--- src/rtl/cfe_pkg.sv ---
package cfe_pkg;

    localparam int WORD_W      = 32;
    localparam int BYTE_W      = 8;
    localparam int CTRL_W      = 8;
    localparam int SEL_W       = 3;
    localparam int DEF_DEPTH   = 16;
    localparam int DEF_LEN_W   = 16;

    typedef enum logic [SEL_W-1:0] {
        SEL_LEN   = 3'd0,
        SEL_CTRL  = 3'd1,
        SEL_STAT  = 3'd2,
        SEL_WCNT  = 3'd3,
        SEL_WIN   = 3'd4,
        SEL_BCNT  = 3'd5
    } reg_sel_e;

    localparam int CTRL_GO  = 0;
    localparam int CTRL_DIR = 1;

    localparam int ST_DEND   = 8;
    localparam int ST_BEND   = 10;
    localparam int ST_TXACT  = 12;
    localparam int ST_RXACT  = 13;
    localparam int ST_TXHE   = 14;
    localparam int ST_RXHF   = 15;
    localparam int ST_TXFULL = 16;
    localparam int ST_RXFULL = 17;
    localparam int ST_TXEMP  = 18;
    localparam int ST_RXEMP  = 19;
    localparam int ST_TXAV   = 20;
    localparam int ST_RXAV   = 21;

    typedef struct packed {
        logic active;
        logic empty;
        logic avail;
        logic full;
        logic low_half;
        logic high_half;
    } level_t;

    function automatic level_t fifo_level(input logic live, input int unsigned occ,
                                          input int unsigned depth);
        level_t lv;
        lv.active    = live;
        lv.empty     = live && (occ == 0);
        lv.avail     = live && (occ != 0);
        lv.full      = live && (occ == depth);
        lv.low_half  = live && (occ <= depth / 2);
        lv.high_half = live && (occ >= depth / 2);
        return lv;
    endfunction

    function automatic logic [WORD_W-1:0] status_word(input logic dend, input logic to_host,
                                                      input level_t lv);
        logic [WORD_W-1:0] s;
        s = '0;
        s[ST_DEND] = dend;
        s[ST_BEND] = dend;
        if (to_host) begin
            s[ST_RXACT]  = lv.active;
            s[ST_RXHF]   = lv.high_half;
            s[ST_RXFULL] = lv.full;
            s[ST_RXEMP]  = lv.empty;
            s[ST_RXAV]   = lv.avail;
        end else begin
            s[ST_TXACT]  = lv.active;
            s[ST_TXHE]   = lv.low_half;
            s[ST_TXFULL] = lv.full;
            s[ST_TXEMP]  = lv.empty;
            s[ST_TXAV]   = lv.avail;
        end
        return s;
    endfunction

endpackage

--- src/rtl/cfe_fifo.sv ---
module cfe_fifo #(
    parameter int DEPTH = 16,
    parameter int WIDTH = 32,
    localparam int PW = $clog2(DEPTH),
    localparam int CW = $clog2(DEPTH + 1)
) (
    input  logic             clk,
    input  logic             rst,
    input  logic             push,
    input  logic [WIDTH-1:0] push_data,
    input  logic             pop,
    output logic [WIDTH-1:0] head,
    output logic [CW-1:0]    occ
);

    logic [WIDTH-1:0] mem [DEPTH];
    logic [PW-1:0]    rd_ptr;
    logic [PW-1:0]    wr_idx;
    logic             do_push;
    logic             do_pop;

    assign do_push = push && (occ != CW'(DEPTH));
    assign do_pop  = pop && (occ != '0);
    assign wr_idx  = rd_ptr + occ[PW-1:0];
    assign head    = (occ != '0) ? mem[rd_ptr] : '0;

    always_ff @(posedge clk) begin
        if (do_push) begin
            mem[wr_idx] <= push_data;
        end
    end

    always_ff @(posedge clk) begin
        if (rst) begin
            rd_ptr <= '0;
            occ    <= '0;
        end else begin
            if (do_pop) begin
                rd_ptr <= rd_ptr + PW'(1);
            end
            occ <= occ + CW'(do_push) - CW'(do_pop);
        end
    end

endmodule

--- src/rtl/cfe_rx_pack.sv ---
module cfe_rx_pack #(
    parameter int WORD_W = 32,
    parameter int BYTE_W = 8,
    localparam int LANES = WORD_W / BYTE_W,
    localparam int LW = $clog2(LANES)
) (
    input  logic              clk,
    input  logic              rst,
    input  logic              start,
    input  logic              enable,
    input  logic              last_byte,
    input  logic              byte_valid,
    input  logic [BYTE_W-1:0] byte_data,
    output logic              byte_ready,
    output logic              byte_take,
    output logic              word_push,
    output logic [WORD_W-1:0] word_data
);

    logic [LW-1:0]     lane_q;
    logic [WORD_W-1:0] acc_q;
    logic [WORD_W-1:0] merged;

    assign byte_ready = enable;
    assign byte_take  = enable && byte_valid;

    always_comb begin
        merged = acc_q;
        merged[lane_q*BYTE_W +: BYTE_W] = byte_data;
    end

    assign word_push = byte_take && ((lane_q == LW'(LANES - 1)) || last_byte);
    assign word_data = merged;

    always_ff @(posedge clk) begin
        if (rst || start) begin
            lane_q <= '0;
            acc_q  <= '0;
        end else if (byte_take) begin
            if (word_push) begin
                lane_q <= '0;
                acc_q  <= '0;
            end else begin
                lane_q <= lane_q + LW'(1);
                acc_q  <= merged;
            end
        end
    end

endmodule

--- src/rtl/cfe_tx_unpack.sv ---
module cfe_tx_unpack #(
    parameter int WORD_W = 32,
    parameter int BYTE_W = 8,
    localparam int LANES = WORD_W / BYTE_W,
    localparam int LC = $clog2(LANES + 1)
) (
    input  logic              clk,
    input  logic              rst,
    input  logic              start,
    input  logic              enable,
    input  logic              word_avail,
    input  logic [WORD_W-1:0] word_in,
    output logic              word_pop,
    output logic              byte_valid,
    output logic [BYTE_W-1:0] byte_data,
    input  logic              byte_ready,
    output logic              byte_take
);

    logic [WORD_W-1:0] sr_q;
    logic [LC-1:0]     left_q;

    assign word_pop   = enable && (left_q == '0) && word_avail;
    assign byte_valid = enable && (left_q != '0);
    assign byte_take  = byte_valid && byte_ready;
    assign byte_data  = sr_q[BYTE_W-1:0];

    always_ff @(posedge clk) begin
        if (rst || start) begin
            sr_q   <= '0;
            left_q <= '0;
        end else if (word_pop) begin
            sr_q   <= word_in;
            left_q <= LC'(LANES);
        end else if (byte_take) begin
            sr_q   <= sr_q >> BYTE_W;
            left_q <= left_q - LC'(1);
        end
    end

endmodule

--- src/rtl/card_fifo_engine.sv ---
module card_fifo_engine
    import cfe_pkg::*;
#(
    parameter int DEPTH = DEF_DEPTH,
    parameter int LEN_W = DEF_LEN_W,
    localparam int CW = $clog2(DEPTH + 1)
) (
    input  logic              clk,
    input  logic              rst,
    input  logic [SEL_W-1:0]  host_sel,
    input  logic              host_wr,
    input  logic              host_rd,
    input  logic [WORD_W-1:0] host_wdata,
    output logic [WORD_W-1:0] host_rdata,
    input  logic              card_rx_valid,
    input  logic [BYTE_W-1:0] card_rx_data,
    output logic              card_rx_ready,
    output logic              card_tx_valid,
    output logic [BYTE_W-1:0] card_tx_data,
    input  logic              card_tx_ready
);

    reg_sel_e          sel;
    logic [LEN_W-1:0]  len_q;
    logic [CTRL_W-1:0] ctrl_q;
    logic [LEN_W-1:0]  cnt_q;
    logic              dend_q;
    logic              hold_q;

    logic              run, to_host, cnt_zero;
    logic              ctrl_wr, start;
    logic              host_pop, host_push, poll_rd;
    logic              rx_en, tx_en;
    logic              rx_take, rx_push, tx_take, tx_pop;
    logic [WORD_W-1:0] rx_word;
    logic              f_push, f_pop;
    logic [WORD_W-1:0] f_push_data, f_head;
    logic [CW-1:0]     occ;
    logic              fifo_empty, fifo_full, live;
    level_t            level;
    logic [WORD_W-1:0] status_w;
    logic [WORD_W-1:0] words_left;

    assign sel       = reg_sel_e'(host_sel);
    assign run       = ctrl_q[CTRL_GO];
    assign to_host   = ctrl_q[CTRL_DIR];
    assign cnt_zero  = (cnt_q == '0);
    assign fifo_empty = (occ == '0);
    assign fifo_full  = (occ == CW'(DEPTH));

    assign ctrl_wr   = host_wr && (sel == SEL_CTRL);
    assign start     = ctrl_wr && host_wdata[CTRL_GO];
    assign host_pop  = host_rd && (sel == SEL_WIN) && to_host && !fifo_empty;
    assign host_push = host_wr && (sel == SEL_WIN) && !to_host && !cnt_zero;
    assign poll_rd   = host_rd && ((sel == SEL_STAT) || (sel == SEL_WCNT));

    assign rx_en = run && to_host && !cnt_zero && !hold_q && !fifo_full;
    assign tx_en = run && !to_host && !cnt_zero;

    cfe_rx_pack #(.WORD_W(WORD_W), .BYTE_W(BYTE_W)) u_rx (
        .clk        (clk),
        .rst        (rst),
        .start      (start),
        .enable     (rx_en),
        .last_byte  (cnt_q == LEN_W'(1)),
        .byte_valid (card_rx_valid),
        .byte_data  (card_rx_data),
        .byte_ready (card_rx_ready),
        .byte_take  (rx_take),
        .word_push  (rx_push),
        .word_data  (rx_word)
    );

    cfe_tx_unpack #(.WORD_W(WORD_W), .BYTE_W(BYTE_W)) u_tx (
        .clk        (clk),
        .rst        (rst),
        .start      (start),
        .enable     (tx_en),
        .word_avail (!fifo_empty),
        .word_in    (f_head),
        .word_pop   (tx_pop),
        .byte_valid (card_tx_valid),
        .byte_data  (card_tx_data),
        .byte_ready (card_tx_ready),
        .byte_take  (tx_take)
    );

    assign f_push      = to_host ? rx_push : host_push;
    assign f_push_data = to_host ? rx_word : host_wdata;
    assign f_pop       = to_host ? host_pop : tx_pop;

    cfe_fifo #(.DEPTH(DEPTH), .WIDTH(WORD_W)) u_fifo (
        .clk       (clk),
        .rst       (rst),
        .push      (f_push),
        .push_data (f_push_data),
        .pop       (f_pop),
        .head      (f_head),
        .occ       (occ)
    );

    always_ff @(posedge clk) begin
        if (rst) begin
            len_q  <= '0;
            ctrl_q <= '0;
            cnt_q  <= '0;
            dend_q <= 1'b0;
            hold_q <= 1'b0;
        end else begin
            if (host_wr && (sel == SEL_LEN)) begin
                len_q <= host_wdata[LEN_W-1:0];
            end

            if (ctrl_wr) begin
                ctrl_q <= host_wdata[CTRL_W-1:0];
            end else if (run && cnt_zero && fifo_empty) begin
                ctrl_q[CTRL_GO] <= 1'b0;
            end

            if (start) begin
                cnt_q <= len_q;
            end else if (rx_take || tx_take) begin
                cnt_q <= cnt_q - LEN_W'(1);
            end

            if (start) begin
                dend_q <= 1'b0;
            end else if (run && cnt_zero) begin
                dend_q <= 1'b1;
            end

            if (host_pop) begin
                hold_q <= 1'b1;
            end else if (poll_rd) begin
                hold_q <= 1'b0;
            end
        end
    end

    assign live       = run && !(cnt_zero && fifo_empty);
    assign level      = fifo_level(live, int'(occ), DEPTH);
    assign status_w   = status_word(dend_q, to_host, level);
    assign words_left = (WORD_W'(cnt_q) + WORD_W'(3)) >> 2;

    always_comb begin
        unique case (sel)
            SEL_LEN:  host_rdata = WORD_W'(len_q);
            SEL_CTRL: host_rdata = WORD_W'(ctrl_q);
            SEL_STAT: host_rdata = status_w;
            SEL_WCNT: host_rdata = words_left;
            SEL_WIN:  host_rdata = host_pop ? f_head : '0;
            SEL_BCNT: host_rdata = WORD_W'(cnt_q);
            default:  host_rdata = '0;
        endcase
    end

endmodule

--- config.mk ---
export PLATFORM = sky130hd
export DESIGN_NAME = card_fifo_engine
export DESIGN_NICKNAME = d
export VERILOG_FILES = /design/src/rtl/cfe_pkg.sv /design/src/rtl/cfe_fifo.sv /design/src/rtl/cfe_rx_pack.sv /design/src/rtl/cfe_tx_unpack.sv /design/src/rtl/card_fifo_engine.sv
export SDC_FILE = /design/constraint.sdc
export NUM_CORES = 1
export LEC_CHECK = 0
export ABC_AREA = 0
export BUFFER_PORTS_ARGS = -buffer_cell sky130_fd_sc_hd__clkbuf_2
export CAP_MARGIN = 5
export CORE_MARGIN = 3
export CORE_UTILIZATION = 45
export CTS_BUF_LIST = sky130_fd_sc_hd__clkbuf_2
export CTS_CLUSTER_DIAMETER = 40
export DETAILED_ROUTE_END_ITERATION = 8
export PLACE_DENSITY = 0.62
export RECOVER_POWER = 100
export SETUP_SLACK_MARGIN = 0.05
export SLEW_MARGIN = 25
export SYNTH_ARGS = -nofsm -noshare
export SYNTH_HDL_FRONTEND = slang
export SYNTH_HIERARCHICAL = 1
export SYNTH_SLANG_ARGS = --single-unit
--- constraint.sdc ---
create_clock -name clk -period 9.1 [get_ports clk]
set_clock_uncertainty 0.05 [all_clocks]
set_input_delay 0.455 -clock clk [delete_from_list [all_inputs] [get_ports clk]]
set_output_delay 0.455 -clock clk [all_outputs]
set_load 0.01 [all_outputs]
# --- After elaboration in Yosys (flattened, before gate mapping) ---
# Memory sizes are Yosys's and may differ from the RTL's. A register that Yosys moved wholly into a read port is not among the register bits.
# Cells that the tools add are included.
word_totals:
  output_inout_bits: 42
  wordCells: 124
  register_bits: 120
  ramBits: 512
  inputBits: 49
  memories: 1
mem_list:
  columns: ["memory", "words", "word_bits", "read_ports", "rd_clocked_by_memory_dff", "wr", "line", "text"]
  rows:
  - ["u_fifo.mem", 16, 32, 1, 1, 1, "cfe_fifo.sv:16", "logic [WIDTH-1:0] mem [DEPTH];"]
classes:
  n_reduce_logical: 55
  eq_ne: 9
  order_cmp: 2
  mux: 33
  n_shift: 2
  n_addsub: 9
op_table:
  columns: ["op", "n"]
  rows:
  - ["$mux 32", 6]
  - ["$pmux 32 s6", 1]
  - ["$neg 5->34", 1]
  - ["$shift 8x34->32 const A", 1]
  - ["$shiftx 8x34->32", 1]
  - ["$logic_and 1x1->1", 33]
  - ["$bwmux 32", 1]
  - ["$mux 16", 2]
  - ["$mux 1", 18]
  - ["$add 16x2->17 const B", 1]
  - ["$eq 16x1->1 const B", 1]
  - ["$logic_not 16->1", 1]
  - ["$sub 16x1->16 const B", 1]
  - ["$mux 4", 2]
  - ["$reduce_bool 2->1", 4]
  - ["$eq 3x2->1 const B", 2]
  - ["$eq 3x3->1 const B", 2]
  - ["$logic_not 1->1", 6]
  - ["$logic_not 3->1", 2]
  - ["$mux 3", 2]
  - ["$add 5x1->5", 1]
  - ["$eq 5x5->1 const B", 1]
  - ["$ge 5x4->1 const B", 1]
  - ["$le 5x4->1 const B", 1]
  - ["other kinds (14)", 18]

# --- Logic depth before layout (Yosys ltp) ---
# Gate-level depths: netlist (run 1).
depth:
  depth_word: 11
  depth_mapped: 19
  depth_no_buf: 17

# --- Hierarchy ---
# Netlist (run 1), hierarchy kept.
modules_own_cells:
  columns: ["module", "area_per_inst_um2", "instances", "cells_per_inst"]
  rows:
  - ["cfe_fifo", 20275.7, 1, 998]
  - ["card_fifo_engine", 3368.2, 1, 441]
  - ["cfe_tx_unpack", 1682.9, 1, 194]
  - ["cfe_rx_pack", 1611.5, 1, 165]

# --- Least setup slack after synthesis (run 1) ---
# OpenSTA, ideal clock, no wires.
synth_timing:
  path_kind: "reg2reg"
  start: "register cnt_q[6]"
  end: "memory u_fifo.mem[0][0], enable pin"
  setup_slack_ns: 3.435
  required_time_ns: 8.549
  path_buffers: 2
  stages_incl_launch_ff: 12
  t_arrival_ns: 5.114
  setup_time_ns: 0.501
  path_cell_list: "dfxtp_1 > clkbuf_1 > nor2_1 > nand2_2 > buf_6 > or3_1 > nor4b_1 > nand2_1 > nor2_1 > a32o_1 > nand2_1 > nor4_1"
synth_between:
  elab_chain_cells: 11
synth_lines:
  columns: ["element", "line", "text"]
  rows:
  - ["start: declaration", "card_fifo_engine.sv:26", "logic [LEN_W-1:0] cnt_q;"]
  - ["start signal: assignment", "card_fifo_engine.sv:121", "cnt_q <= len_q;"]
  - ["start signal: assignment", "card_fifo_engine.sv:123", "cnt_q <= cnt_q - LEN_W'(1);"]
  - ["$logic_not 16->1", "card_fifo_engine.sv:47", "assign cnt_zero = (cnt_q == '0);"]
  - ["$logic_not 1->1", "card_fifo_engine.sv:57", "assign rx_en = run && to_host && !cnt_zero && !hold_q && !fifo_full;"]
  - ["$logic_and 1x1->1 (3 in a row)", "card_fifo_engine.sv:57", null]
  - ["net rx_en", "card_fifo_engine.sv:33", "logic rx_en, tx_en;"]
  - ["$logic_and 1x1->1", "cfe_rx_pack.sv:25", "assign byte_take = enable && byte_valid;"]
  - ["$logic_and 1x1->1", "cfe_rx_pack.sv:32", "assign word_push = byte_take && ((lane_q == LW'(LANES - 1)) || last_byte);"]
  - ["net rx_push", "card_fifo_engine.sv:34", "logic rx_take, rx_push, tx_take, tx_pop;"]
  - ["$mux 1", "card_fifo_engine.sv:88", "assign f_push = to_host ? rx_push : host_push;"]
  - ["net f_push", "card_fifo_engine.sv:36", "logic f_push, f_pop;"]
  - ["$logic_and 1x1->1", "cfe_fifo.sv:22", "assign do_push = push && (occ != CW'(DEPTH));"]
  - ["$mux 1", "cfe_fifo.sv:28", "if (do_push) begin"]
  - ["$mux 1 (implied by the code)", "cfe_fifo.sv:29", "mem[wr_idx] <= push_data;"]
  - ["end: declaration", "cfe_fifo.sv:16", null]
# The timed path passes the listed nets, and every way through them passes these cells.

==> results by group, run 1 <==
Clock tree
  • CTS tree: done
  • Clock root buffer: clkbuf_2
  • CTS buffer count: 164
  • Setup bufs post-CTS: 0
  • CTS sink count: ~640
  • H-tree levels: 4
  • Clk_lat worst skew: 1370 ps
  • Clk buf depth: 3
  • Clock-pin slew on the worst setup and hold paths: 110 ps

STA
  • RSZ-0062 raised after global routing: false
  • Hold WS: approximately 190 ps
  • Final period util: 74.4%
  • Max-slew violation count: 318
  • Slew Limit Headroom: -95.2%
  • Final Hold Fails: 0
  • Fin worst setup slack: 2330 ps
  • Maximum clock frequency: 148 MHz
  • # setup viols final: 0
  • Setup TNS: 0 ps
  • Fin crit period: between 6000 and 7000 ps
  • Worst Tran Pin Value: around 3000 ps

Global routing
  • Total Routing Usage GR: 23.7%
  • Initial antenna violation count: 10
  • Vias in the first global route: 17252
  • Pin count of the biggest net entering global routing: 64
  • First-pass GRT wire length: 109000 um
  • GRT Residual Overflow: 0

Final layout
  • Most common cell after layout, fill and taps aside: edfxtp_1
  • Share of post-route cells with drive strength above 1: 19.4%
  • Finished Cell Area: 0.0304 mm^2
  • Nets: 2113
  • Most frequent cells in the layout: edfxtp_1, clkbuf_2, mux2i_1
  • Area added between synthesis and finish: 12.9%

Pwr
  • Total Power: ~5.3 mW
  • Internal Power: 3.97 mW
  • Sw Pwr: 1.30 mW
  • Net Sw Frac: about a quarter
  • Comb power frac: 3.8%
  • Clock power share: 36.4%
  • P_leak: roughly 10 nW
  • Peak supply drop: around 0.11 mV
  • Sequential share of power: 59.8%
  • Pwr dens: 173 mW/mm^2

Setup path
  • Crit path largest cell delay: 2260 ps
  • Critical Path Source Type: flip-flop
  • CP arrival: 6270 ps
  • Slowest CP cell: nor2b_1
  • FF-to-FF path depth: 9
  • Worst setup EP type: primary output
  • Critical path fanouts, max: 34
  • Crit-path cells: nor2b_1 -> a22oi_1 -> and3_1 -> a221o_1 -> a222oi_1 -> o211ai_1 -> clkbuf_1
  • Worst EP required: 8600 ps
  • Reg2reg setup slack: 2410 ps
  • Setup CP Type: reg -> out

Logic synthesis
  • Post-synth EDFFs: 512
  • Number of synthesis warnings: 6
  • Mapped Avg Cell Area: approximately 15 um^2
  • Mapped Area: about 0.027 mm^2
  • Post-synthesis cell type count: 74
  • Register area share after synthesis: 66.3%
  • Post-synth ARST share: 0%
  • Seq cells post-synth: 636
  • Predominant post-synthesis flop cell: edfxtp_1
  • Syn Nets: between 1500 and 2000
  • Mapped Cells: roughly 1800

Routing
  • WL/cell: approximately 25 um
  • Total wire length: roughly 74000 um
  • DR vias: 17221
  • Vias per inst: 5.86
  • TritonRoute pass-1 iters: 7
  • DR iter-0 viols: 1761
  • Final ANT Viol Nets: 0
  • Drt drc: 0

Hold path
  • Hold Path Depth: 5
  • Worst hold path type: in -> reg

Placed design
  • Hpwl dp: 46500 um
  • Port Buffers: 90
  • Area after DPL: roughly 0.028 mm^2
  • Post-placement worst setup slack: approximately 3900 ps
  • Placer Congestion: 0.905

Floorplan
  • Num ports: 91
  • Die height: 251 um
  • Standard-cell rows: 89
  • Die area: between 0.06 and 0.07 mm^2
  • Initial core utilization: approximately 46%
  • Die X: roughly 250 um
  • Core box area: 0.0591 mm^2

Flow run
  • Max Cap Violations: 13

Status
  • Status: finished, violations left
  • Failing checks: capacitance limit, slew limit
## per-stage QoR
stage          std cells  util [%]
2_1_floorplan       1798         -
3_3_place_gp        2541      47.3
3_5_place_dp        2549      47.6
4_1_cts             2924      51.7
5_1_grt             2931      51.4
6_report            2937      51.5
## power groups by stage
stage | sequential [mW] | combinational (mW) | clock [mW]
CTS | 3.15 | 0.199 | 1.99
finish | 3.15 | 0.198 | 1.92
detailed placement | 3.22 | 0.171 | 0
floorplan | 3.22 | 0.0865 | 0
global placement | 3.22 | 0.167 | 0
global route | 3.16 | 0.210 | 2.15
## path summary, 6_finish.rpt
kind	from	endpoint
max	flip-flop	host_rdata[13]
min	card_rx_valid	u_rx/lane_q[0]$_SDFFE_PP0P_
max reg2reg	ctrl_q[1]$_SDFFE_PP0P_	u_fifo/mem[9][28]$_DFFE_PP_
min reg2reg	len_q[0]$_SDFFE_PP0P_	cnt_q[0]$_SDFFE_PP0P_
## synth_stat cells, types with 5 or more instances
cell      number  area share, %
a211oi_1      12           0.33
a21o_1         5           0.14
a21oi_1       60            1.1
a221o_1       37            1.4
a22o_1        51            1.7
a22oi_1       74            2.1
a311oi_1      11           0.36
a31oi_1        6           0.14
a32oi_1       16           0.52
and2_1        24           0.56
and3_1        34           0.79
buf_1          9           0.13
buf_2         36           0.67
buf_4         19           0.53
buf_6          8           0.33
clkbuf_1      63           0.88
dfxtp_1      124            9.2
edfxtp_1     512             57
ha_1          19           0.88
inv_1         39           0.54
mux2_2        32            1.3
mux2i_1      148            5.5
mux4_2        64            5.4
nand2_1       87            1.2
nand3_1       18           0.33
nand3b_1       6           0.17
nand4_1        6           0.14
nor2_1        73            1.0
nor2b_1        8           0.19
nor3_1        24           0.45
nor4_1         7           0.16
o211ai_1      28           0.78
o21a_1         6           0.17
o21ai_0       27           0.50
or2_2          5           0.12
or3_1          7           0.16
xnor2_1       16           0.52
xor2_1        14           0.46
## worst max-delay path: cells and delay by family (launching register included)
family,cells,cell delay (ps)
buffers and inverters,1,170
flip-flops,1,820
AND/OR/NAND/NOR,2,2700
AO/OA/AOI/OAI,4,1220
## sequential cells by signal (all words and copies together) (netlist names), named ones only
signal	count
ctrl_q	8
u_fifo/occ	5
u_rx/lane_q	2
cnt_q	16
u_tx/sr_q	32
len_q	16
dend_q	1
hold_q	1
u_fifo/rd_ptr	4
u_tx/left_q	3
u_rx/acc_q	32
u_fifo/mem	512
## metal layers
metal	vias up	wire [um]	global-route usage [%]
li1	7675	-	-
met1	8714	31300	31.6
met2	692	34400	36.0
met3	136	6150	7.23
met4	4	2340	10.2
met5	-	23	0
## cell families (layout without fill, tap and decap cells)
family	count (synthesis)	count (layout)	synth area share, %
other	0	9	0
adders and majority gates	21	21	1.03
muxes	244	244	12.2
xor gates and xnor gates	30	30	0.975
AOI/OAI and AO/OA	358	358	9.88
buffers and inverters	176	533	3.11
and+or+nand+nor	333	333	6.53
DFF	636	636	66.3
## layout make-up
type	instances	area, um^2
well taps	773	967
diodes	9	22.5
clock inverters	33	211
flip-flops and latches	636	17900
fillers	5041	28700
clock buffers	245	1230
inverters	41	154
multi-input cells	986	8260
repair buffers	214	1720
## repair_timing
item / CTS / global route
endpoints found under the hold margin: 625 / 0
resized for setup: 0 / 0
hold buffers: 97 / 0
Note: power is estimated with default switching activity, not from simulation.
==> run 2: changes to the inputs <==
--- a/config.mk
+++ b/config.mk
@@ -13,7 +13,7 @@
 export CTS_BUF_LIST = sky130_fd_sc_hd__clkbuf_2
 export CTS_CLUSTER_DIAMETER = 40
 export DETAILED_ROUTE_END_ITERATION = 8
-export PLACE_DENSITY = 0.62
+export PLACE_DENSITY = 0.64
 export RECOVER_POWER = 100
 export SETUP_SLACK_MARGIN = 0.05
 export SLEW_MARGIN = 25
==> constraint.sdc (replaced) <==
create_clock -name clk -period 6.22 [get_ports clk]
set_clock_uncertainty 0.05 [all_clocks]
set_input_delay 0.311 -clock clk [delete_from_list [all_inputs] [get_ports clk]]
set_output_delay 0.311 -clock clk [all_outputs]
set_load 0.01 [all_outputs]
==> run 2 against run 1 <==
The flow still finishes with violations (capacitance limit, slew limit); critical path depth is the same; worst hold slack lost 41 ps; sequential cell count is the same; sequential share of layout area shrank 0.22 points; total power grew 49%; register-to-register slack lost 1700 ps; utilization grew 0.20 points; combinational power grew 51%; first-iteration DRC count shrank 0.68%; clock power grew 52%; largest cell class unchanged; largest power group unchanged.
==> results by group, run 2 (same netlist as run 1, synthesis figures left out) <==
STA
  • Slew Limit Headroom: -62.2% (+33 points)
  • # setup viols final: 0 (unchanged)
  • Final Hold Fails: 0 (unchanged)
  • Maximum clock frequency: around 180 MHz
  • Setup TNS: 0 ps (unchanged)
  • Fin crit period: between 5000 and 6000 ps
  • Final period util: 89.9%
  • Max-slew violation count: 165 (-48%)
  • RSZ-0062 raised after global routing: false
  • Worst Tran Pin Value: 2430 ps (-489 ps)

Global routing
  • Pin count of the biggest net entering global routing: 61 (-4.7%)
  • Vias in the first global route: 17384 (+0.77%)
  • GRT Residual Overflow: 0 (unchanged)
  • First-pass GRT wire length: 111000 um (+1.8%)
  • Total Routing Usage GR: 24.0% (+0.33 points)
  • Initial antenna violation count: 10 (unchanged)

Routing
  • Final ANT Viol Nets: 0 (unchanged)
  • Vias per inst: 5.96 (+1.6%)
  • DR iter-0 viols: 1749 (-0.68%)
  • Total wire length: 75300 um (+1.5%)
  • Drt drc: 0 (unchanged)
  • WL/cell: 25.5 um (+1.0%)
  • TritonRoute pass-1 iters: 6 (-1)
  • DR vias: 17588 (+2.1%)

Status
  • Status: finished, violations left
  • Failing checks: capacitance limit, slew limit

Pwr
  • Pwr dens: 256 mW/mm^2 (+48%)
  • P_leak: 10.1 nW (+0.59%)
  • Peak supply drop: 0.187 mV (+75%)

Clock tree
  • CTS buffer count: 164 (unchanged)
  • Clk_lat worst skew: 1350 ps (-20 ps)
  • Clock root buffer: clkbuf_2
  • Clock-pin slew on the worst setup and hold paths: 110 ps (about the same)
  • CTS sink count: 636 (unchanged)
  • Post_cts resized: 0 (unchanged)
  • CTS tree: done
  • H-tree levels: 4 (unchanged)
  • Clk buf depth: 3 (unchanged)

Final layout
  • Most frequent cells in the layout: edfxtp_1, clkbuf_2, mux2i_1
  • Largest register FFs: 512 (unchanged)
  • Largest regs: u_fifo/mem: 512 flops, u_rx/acc_q: 32 flops, u_tx/sr_q: 32 flops
  • Finished Cell Area: 0.0305 mm^2 (+0.39%)
  • FILL cells: 4962 (-1.6%)
  • Most common cell after layout, fill and taps aside: edfxtp_1
  • Area added between synthesis and finish: 13.4%
  • Multi-input gate area: 0.00831 mm^2 (+0.65%)
  • FF+latch area: 0.0179 mm^2 (about the same)
  • Share of post-route cells with drive strength above 1: 19.9% (+0.47 points)
  • Largest register by flop count: u_fifo/mem
  • Nets: 2124 (+0.52%)

Placed design
  • Port Buffers: 90 (unchanged)
  • Placer Congestion: 0.902 (-0.30%)
  • Hpwl dp: 47600 um (+2.3%)
  • Area after DPL: 0.0281 mm^2 (-0.15%)

Flow run
  • Max Cap Violations: 5 (-8)

Setup path
  • CP arrival: 5230 ps (-1040 ps)
  • Setup CP Type: reg -> out
  • Worst setup EP type: primary output
  • Slowest CP cell: nor2b_2
  • Crit path largest cell delay: 1380 ps (-880 ps)
  • Worst EP required: 5860 ps (-2740 ps)
  • Critical Path Source Type: flip-flop
  • Critical path fanouts, max: 34 (unchanged)
  • Crit-path cells: nor2b_2 -> a22oi_1 -> and3_1 -> a221o_1 -> a222oi_1 -> o211ai_1 -> clkbuf_1

Floorplan
  • Die area: 0.0628 mm^2 (unchanged)
  • Num ports: 91 (unchanged)
  • Standard-cell rows: 89 (unchanged)
  • Die X: 251 um (unchanged)
  • Initial core utilization: 45.6% (unchanged)
  • Core box area: 0.0591 mm^2 (unchanged)
  • Die height: 251 um (unchanged)

Hold path
  • Worst hold path type: in -> reg
## run 2: changes by cell type in the layout (fill, tap and decap cells not counted), sizes merged
cell / delta
bufinv: +3
dlygate4sd3: +7
clkbuf: +3
clkinv: +4
clkinvlp: -4
inv: +1
## run 2: layout make-up
type / count / share of cell area, %
Timing Repair Buffer: 225 / 5.59
Clock buffer: 244 / 4.00
Sequential cell: 636 / 58.5
Tap cell: 773 / 3.17
Inverter: 41 / 0.504
Clock inverter: 37 / 0.963
Antenna cell: 9 / 0.0737
Multi-Input combinational cell: 986 / 27.2
## run 2: where the power goes
group          switching, mW  internal (mW)  leakage, nW
sequential            0.0116           4.60         5.61
combinational          0.211         0.0874         3.35
clock                   1.67           1.25         1.15
## run 2: layer usage
layer  GRT usage (%)  up-vias  wire length [um]
li1                -     7695                 -
met1            33.2     8907             32200
met2            37.3      851             35200
met3            5.43      131              5980
met4            8.95        4              1870
met5               0        -                27
## run 2: final timing paths
| path | slack [ps] | depth (start not counted) | to | startpoint |
|---|---|---|---|---|
| setup / recovery | 630 | 7 | host_rdata[13] | flip-flop |
| hold / removal | 150 | 4 | cnt_q[4]$_SDFFE_PP0P_ | host_sel[0] |
| setup reg to reg | 690 | 11 | u_fifo/mem[1][24]$_DFFE_PP_ | cnt_q[2]$_SDFFE_PP0P_ |
| hold reg to reg | 420 | 1 | u_rx/acc_q[25]$_SDFFE_PP0P_ | u_rx/acc_q[25]$_SDFFE_PP0P_ |
## run 2: what timing repair did
| action | 4_1_cts | 5_1_grt |
|---|---|---|
| hold buffers | 104 | 0 |
| endpoints found under the hold margin | 631 | 0 |
| setup buffers | 0 | 0 |
## run 2: worst max-delay path, delay by kind of cell (launching register included)
kind | cells | cell delay (ps)
flip-flops | 1 | 810
AND/OR/NAND/NOR | 2 | 1760
AO/OA/AOI/OAI | 4 | 1150
buffers and inverters | 1 | 170
## run 2: stage by stage
stage,cells,setup slack (ps),hold slack [ps],total power [mW],utilization [%]
after global routing,2949,306,104,8.18,51.6
after global placement,2552,1300,393,4.96,47.4
final,2951,627,153,7.83,51.7
after detailed placement,2555,1140,399,4.96,47.6
after floorplan,1798,555,333,4.83,-
after CTS,2940,1070,26.7,7.92,51.9
